### src/rtl/stall_accum_pkg.sv
package stall_accum_pkg;

  // Per-cycle actions the control decoder hands to the datapath
  typedef struct packed {
    logic incr;   // count one stall cycle
    logic load;   // high-port write: load upper field, clear lower bits and flag
    logic snap;   // high-port read: capture middle bits
  } ctrlStrobes_t;

endpackage

### src/rtl/stall_accum_ctrl.sv
module stall_accum_ctrl
  import stall_accum_pkg::*;
(
  input  logic         stallReq,
  input  logic         regSelHigh,
  input  logic         rdStrobe,
  input  logic         wrStrobe,
  output ctrlStrobes_t strobes
);

  logic hiWrite;
  logic hiRead;

  assign hiWrite = wrStrobe & regSelHigh;
  assign hiRead  = rdStrobe & regSelHigh;

  // A write to the high port takes priority over a stall in the same cycle.
  // Low-port writes decode to nothing.
  always_comb begin
    strobes      = '0;
    strobes.load = hiWrite;
    strobes.incr = stallReq & ~hiWrite;
    strobes.snap = hiRead;
  end

endmodule

### src/rtl/stall_accum_dp.sv
module stall_accum_dp
  import stall_accum_pkg::*;
#(
  parameter int CNT_W      = 12,
  parameter int HI_FIELD_W = 7,
  parameter int LO_FIELD_W = 4,
  parameter int DATA_W     = 8
) (
  input  logic                  clk,
  input  logic                  rstN,
  input  ctrlStrobes_t          strobes,
  input  logic                  regSelHigh,
  input  logic [DATA_W-1:0]     wrData,
  output logic [DATA_W-1:0]     rdData,
  output logic [CNT_W-1:0]      accumCnt,
  output logic                  ovfFlag,
  output logic [LO_FIELD_W-1:0] snapField
);

  localparam int HI_LSB = CNT_W - HI_FIELD_W;   // first counter bit in the high port
  localparam int LO_LSB = HI_LSB - LO_FIELD_W;  // first counter bit in the low port
  localparam logic [CNT_W-1:0] CNT_MAX = '1;

  logic unusedWrTop;
  assign unusedWrTop = ^wrData[DATA_W-1:HI_FIELD_W];

  logic atMax;
  assign atMax = (accumCnt == CNT_MAX);

  always_ff @(posedge clk or negedge rstN) begin
    if (!rstN) begin
      accumCnt <= '0;
    end else if (strobes.load) begin
      accumCnt <= {wrData[HI_FIELD_W-1:0], {HI_LSB{1'b0}}};
    end else if (strobes.incr) begin
      accumCnt <= accumCnt + 1'b1;
    end
  end

  always_ff @(posedge clk or negedge rstN) begin
    if (!rstN) begin
      ovfFlag <= 1'b0;
    end else if (strobes.load) begin
      ovfFlag <= 1'b0;
    end else if (strobes.incr && atMax) begin
      ovfFlag <= 1'b1;
    end
  end

  // Captures the pre-increment value because it samples the current register
  always_ff @(posedge clk or negedge rstN) begin
    if (!rstN) begin
      snapField <= '0;
    end else if (strobes.snap) begin
      snapField <= accumCnt[LO_LSB +: LO_FIELD_W];
    end
  end

  always_comb begin
    rdData = '0;
    if (regSelHigh) begin
      rdData[DATA_W-1]       = ovfFlag;
      rdData[HI_FIELD_W-1:0] = accumCnt[CNT_W-1:HI_LSB];
    end else begin
      rdData[LO_LSB +: LO_FIELD_W] = snapField;
    end
  end

endmodule

### src/rtl/stall_accum_top.sv
module stall_accum_top
  import stall_accum_pkg::*;
#(
  parameter int CNT_W      = 12,
  parameter int HI_FIELD_W = 7,
  parameter int LO_FIELD_W = 4,
  parameter int DATA_W     = 8
) (
  input  logic              clk,
  input  logic              rstN,
  input  logic              stallReq,
  input  logic              regSelHigh,
  input  logic              rdStrobe,
  input  logic              wrStrobe,
  input  logic [DATA_W-1:0] wrData,
  output logic [DATA_W-1:0] rdData
);

  ctrlStrobes_t          strobes;
  logic [CNT_W-1:0]      accumCnt;
  logic                  ovfFlag;
  logic [LO_FIELD_W-1:0] snapField;

  stall_accum_ctrl ctrl_i (
    .stallReq   (stallReq),
    .regSelHigh (regSelHigh),
    .rdStrobe   (rdStrobe),
    .wrStrobe   (wrStrobe),
    .strobes    (strobes)
  );

  stall_accum_dp #(
    .CNT_W      (CNT_W),
    .HI_FIELD_W (HI_FIELD_W),
    .LO_FIELD_W (LO_FIELD_W),
    .DATA_W     (DATA_W)
  ) dp_i (
    .clk        (clk),
    .rstN       (rstN),
    .strobes    (strobes),
    .regSelHigh (regSelHigh),
    .wrData     (wrData),
    .rdData     (rdData),
    .accumCnt   (accumCnt),
    .ovfFlag    (ovfFlag),
    .snapField  (snapField)
  );

endmodule

### config.mk
export PLATFORM = sky130hd
export DESIGN_NAME = stall_accum_top
export DESIGN_NICKNAME = d
export VERILOG_FILES = /design/src/rtl/stall_accum_pkg.sv /design/src/rtl/stall_accum_ctrl.sv /design/src/rtl/stall_accum_dp.sv /design/src/rtl/stall_accum_top.sv
export SDC_FILE = /design/constraint.sdc
export NUM_CORES = 1
export LEC_CHECK = 0
export BUFFER_PORTS_ARGS = -buffer_cell sky130_fd_sc_hd__buf_2
export CAP_MARGIN = 20
export CELL_PAD_IN_SITES_DETAIL_PLACEMENT = 1
export CELL_PAD_IN_SITES_GLOBAL_PLACEMENT = 2
export CORE_ASPECT_RATIO = 1.75
export CORE_MARGIN = 8
export CORE_UTILIZATION = 34
export CTS_BUF_LIST = sky130_fd_sc_hd__clkbuf_4 sky130_fd_sc_hd__clkbuf_8
export DETAILED_ROUTE_END_ITERATION = 10
export GPL_TIMING_DRIVEN = 0
export PLACE_DENSITY_LB_ADDON = 0.1
export SYNTH_ARGS = -nofsm -noshare
export SYNTH_HDL_FRONTEND = slang
export SYNTH_HIERARCHICAL = 1
export SYNTH_SLANG_ARGS = --single-unit
### constraint.sdc
create_clock -name clk -period 1.7 [get_ports clk]
set_input_delay 0.085 -clock clk [delete_from_list [all_inputs] [get_ports clk]]
set_output_delay 0.085 -clock clk [all_outputs]
set_load 0.05 [all_outputs]
# ---- Word level (Yosys, flattened, before mapping)
# Cells that the tools add are included.
dict set report word_totals {
  word_cells 19
  ram_bits 0
  latchBits 0
  mem_bits_ro 0
  inputBits 14
  n_memories 0
  ff_bits 17
}
dict set report op_classes {
  n_addsub 1
  order_cmp 0
  mul 0
  n_reduce_logical 3
  n_eq_ne 1
  shift 0
  bitwise_logic 4
  n_mux 7
  n_div 0
}
# operator n
set op_table {}
lappend op_table {{2-to-1 mux 12 bit} 2}
lappend op_table {{adder 12 x 1 -> 12 bit, second input constant} 1}
lappend op_table {{equality test 12 bit, second input constant} 1}
lappend op_table {{2-to-1 mux 4 bit} 1}
lappend op_table {{nonzero test 2 bit} 2}
lappend op_table {{AND 1 bit} 3}
lappend op_table {{2-to-1 mux 1 bit} 3}
lappend op_table {{2-to-1 mux 3 bit} 1}
lappend op_table {{logical AND 1 bit} 1}
lappend op_table {{inverter 1 bit} 1}

# ---- Depth between registers and ports, before layout
dict set report logic_depth {
  depth_word 6
  ltp_mapped 6
  ltp_nobuf 4
}

# ---- Cells and area by module
# Netlist, hierarchy kept.
# mod cells_per_inst seq_area_each_um2 instances area_per_inst_um2
set by_module_without_submodules {}
lappend by_module_without_submodules {stall_accum_dp 90 425.4 1 942.2}
lappend by_module_without_submodules {stall_accum_ctrl 5 0.0 1 35.0}

# ---- Least setup slack after synthesis
# Ideal clock, no wire load.
dict set report synth_timing {
  path_kind {register -> register}
  from {register dp_i.accumCnt[0]}
  to {register dp_i.accumCnt[10]}
  path_buffers 0
  required_ns 1.618
  period_less_slack_ns 1.474
  stages_incl_launch_ff 5
  path_slack_ns 0.226
  arrival_time_ns 1.393
  path_cell_list {dfrtp_1 > ha_1 > nand4_4 > or4_1 > a31oi_1}
}
dict set report synth_between {
  elab_chain_cells 3
}
# element line_no
set synth_lines {}
lappend synth_lines {{start, declared} stall_accum_dp.sv:15} ;# output logic [CNT_W-1:0] accumCnt,
lappend synth_lines {{start signal, assigned} stall_accum_dp.sv:34} ;# accumCnt <= {wrData[HI_FIELD_W-1:0], {HI_LSB{1'b0}}};
lappend synth_lines {{start signal, assigned} stall_accum_dp.sv:36} ;# accumCnt <= accumCnt + 1'b1;
lappend synth_lines {{adder 12 x 1 -> 12 bit} stall_accum_dp.sv:36}
lappend synth_lines {{2-to-1 mux 12 bit} stall_accum_dp.sv:35} ;# end else if (strobes.incr) begin
lappend synth_lines {{2-to-1 mux 12 bit} stall_accum_dp.sv:33} ;# end else if (strobes.load) begin
# No other way between the ends. The select of a mux whose other input is x is not followed.
# A chain may end at the register's enable or synchronous reset.

# ---- Final worst setup path
dict set report layout_timing {
  from {register dp_i.accumCnt[1]}
  to {register dp_i.accumCnt[10]}
}
# Same word-level chain as after synthesis.

==> results.tsv <==
stage	metric	value	unit
final_layout	final_common_cell	buf_2	
synth	synth_cell_types	28	
detailed_routing	post_drt_wl_per_cell	16.7	um
setup_path	critPathLaunch	dp_i/accumCnt[1]	
synth	syn_nets	110	
power_and_ir_drop	powerDensity	1000	mW/mm^2
global_route	grt_pass1_wl	4220	um
final_layout	filler_cell_count	334	
min_path	holdCritPathClass	input port to flip-flop	
detailed_routing	vias_per_cell	5.42	
detailed_routing	wirelength	2470	um
timing	final_max_slew_viol_count	0	
timing	clock.fmax	626	MHz
setup_path	reg2reg_slack	0.10	ns
cts	clkSinkCount	17	
setup_path	start_kind	flip-flop	
synth	ys_seq_area_share	43.5	%
die	die_w	56.5	um
flow_run	max_cap_violations	0	
setup_path	cp.arrival	1.78	ns
timing	setup_violations	0	
final_layout	antennaDiodeCount	0	
placed_design	place_congestion	0.764	
detailed_routing	dr.pass1.iters	4	
final_layout	utilization	41.5	%
placed_design	dp_hpwl	1930	um
power_and_ir_drop	ir_drop	0.000608	V
status	status	finished, final reports clean	
die	dieArea	0.00491	sq mm
setup_path	crit_fanout	8	
synth	synthTopCellsByArea	dfrtp_1, mux2_2, or4_1, mux2i_1, and2_1	
die	core-area	0.00283	sq mm
final_layout	syn2layout_area_growth	20.1	%
cts	cts_made_buffers	3	
detailed_routing	ant_nets	0	
global_route	grt_util_all_layers	10.9	%
die	fp.dieH	86.9	um
final_layout	drive_above_1_share	31.7	%
timing	post-route-period-util	94.0	%
timing	finalHoldViolCount	0	
final_layout	mostFrequentLayoutCells	buf_2, dfrtp_1, mux2_2, nand2_1	
setup_path	reg2reg_from	dp_i/accumCnt[1]	
synth	yosysWarnings	6	
min_path	hold_start	wrData[1]	
timing	rsz0062_at_grt	false	
cts	clkTransAtPathRegs	0.06	ns
die	rows	26	
synth	synth_edf_count	0	
timing	max_slew_margin	66.4	%
global_route	antenna_found_initial	0	
setup_path	path_class	flip-flop to flip-flop	
cts	clk_path_buf_depth	2	
placed_design	post-place-cells	143	
global_route	grt_overflow_total	0	
setup_path	reg2reg_to	dp_i/accumCnt[10]	
min_path	whs_path_depth	3	
cts	cts_tree	done	
power_and_ir_drop	p_leak	0.538	nW
detailed_routing	vias	802	
synth	syn_area	977	sq um
setup_path	rr_worst_depth	4	
timing	worst_pin_slew	0.504	ns
final_layout	final_cells	148	
synth	ys_ff_latch	17	
synth	syn_avg_cell_area	10.3	sq um
timing	skew	0.00160	ns
synth	synth_top_cell_by_area	dfrtp_1	
synth	yosysTopAreaCellShare	43.5	%
setup_path	cp.required	1.88	ns
placed_design	port_buffers	20	
final_layout	nets	136	
synth	async_reset_ff_share	100	%
global_route	grt_pass1_vias	925	
timing	finalCriticalPeriod	1.60	ns
cts	insertion_delay	0.25	ns
cts	root_buffer	clkbuf_8	
detailed_routing	drc	0	
cts	cts.htree.levels	1	
die	pin_count	22	
die	initial_core_util	34.5	%
min_path	hold-path-endpoint	dp_i/accumCnt[6]	
timing	tns	0	ns
synth	synth_top_flop_cell	dfrtp_1	
synth	synth_cells	95	
global_route	grt_start_max_net_pins	18	
setup_path	setup.worst_path.end_class	flip-flop	
detailed_routing	drt_iter0_drc	7	
synthesized netlist by cell type (2+ instances only):
library cell / number
dfrtp_1: 17
mux2_2: 8
nand2_1: 8
nand3_1: 7
nor2_1: 7
and2_1: 6
or4_1: 6
mux2i_1: 4
xor2_1: 4
buf_4: 3
clkbuf_1: 3
o211ai_1: 3
a31oi_1: 2
nor4_1: 2
o31ai_1: 2
where the power goes:
group | switching (mW) | total (mW) | internal [mW] | leakage (nW)
clock | 0.139 | 0.322 | 0.183 | 0.0262
combinational | 0.185 | 0.308 | 0.123 | 0.296
sequential | 0.0772 | 0.545 | 0.468 | 0.216
metrics by stage:
stage,total power [mW],setup slack [ns],area (sq um),hold WS (ns)
after CTS,1.20,0.0638,1170,0.0309
after global placement,0.855,0.0789,1110,0.0382
after detailed placement,0.865,0.0622,1110,0.0434
final,1.17,0.102,1170,0.0366
after floorplan,0.771,0.226,977,-0.211
after global routing,1.24,0.00920,1170,0.0371
logic make-up (layout without fill, tap and decap cells):
logic type      after synthesis  in the layout  synth area share [%]
simple gates                 42             42                  25.5
compound gates               11             11                  8.07
flops                        17             17                  43.5
mux                          12             12                  13.3
buf+inv                       7             32                  3.84
xor+xnor                      5              5                  4.48
fa+ha+maj                     1              1                  1.28
worst max path at each step:
stage / slack (ns) / end / depth (start not counted)
6_report: 0.10 / dp_i/accumCnt[10] / 4
5_1_grt: 0.009 / dp_i/accumCnt[10] / 4
4_1_cts: 0.06 / dp_i/accumCnt[10] / 4
3_5_place_dp: 0.06 / dp_i/accumCnt[11] / 7
3_3_place_gp: 0.08 / dp_i/accumCnt[11] / 7
2_1_floorplan: 0.23 / dp_i/accumCnt[10] / 4
critical path, cell delays in order, from the launching register on:
cell     delay [ns]
dfrtp_1        0.42
ha_2           0.23
nand4_4        0.16
or4_1          0.54
a31oi_1        0.17
per-layer routing:
layer	up-vias	share of wire [%]	global-route usage, %
met4	0	2.5	6.59
met2	14	56	19.9
met1	390	37	10.0
met5	-	0	0
li1	393	-	-
met3	5	4.8	3.22
layout make-up:
| cell class | instances | area [sq um] | share of cell area [%] |
|---|---|---|---|
| plain buffers | 6 | 33.8 | 2.88 |
| clock buffers | 4 | 48.8 | 4.16 |
| inverters | 1 | 3.75 | 0.320 |
| multi-input cells | 71 | 517 | 44.0 |
| flip-flops and latches | 17 | 425 | 36.2 |
| well taps | 28 | 35.0 | 2.99 |
| repair buffers | 21 | 110 | 9.38 |
timing repair:
| item | CTS | global route |
|---|---|---|
| hold endpoints to repair | 17 | 0 |
| hold buffers | 1 | 0 |
| resized for setup | 0 | 1 |
| setup endpoints to repair | 0 | 1 |
| buffers inserted | 0 | 0 |
state kept, by name, summed over array words and instances (netlist names):
name and count:
dp_i/snapField 4, dp_i/accumCnt 12, dp_i/ovfFlag 1
Power figures use the tool's default switching activity.
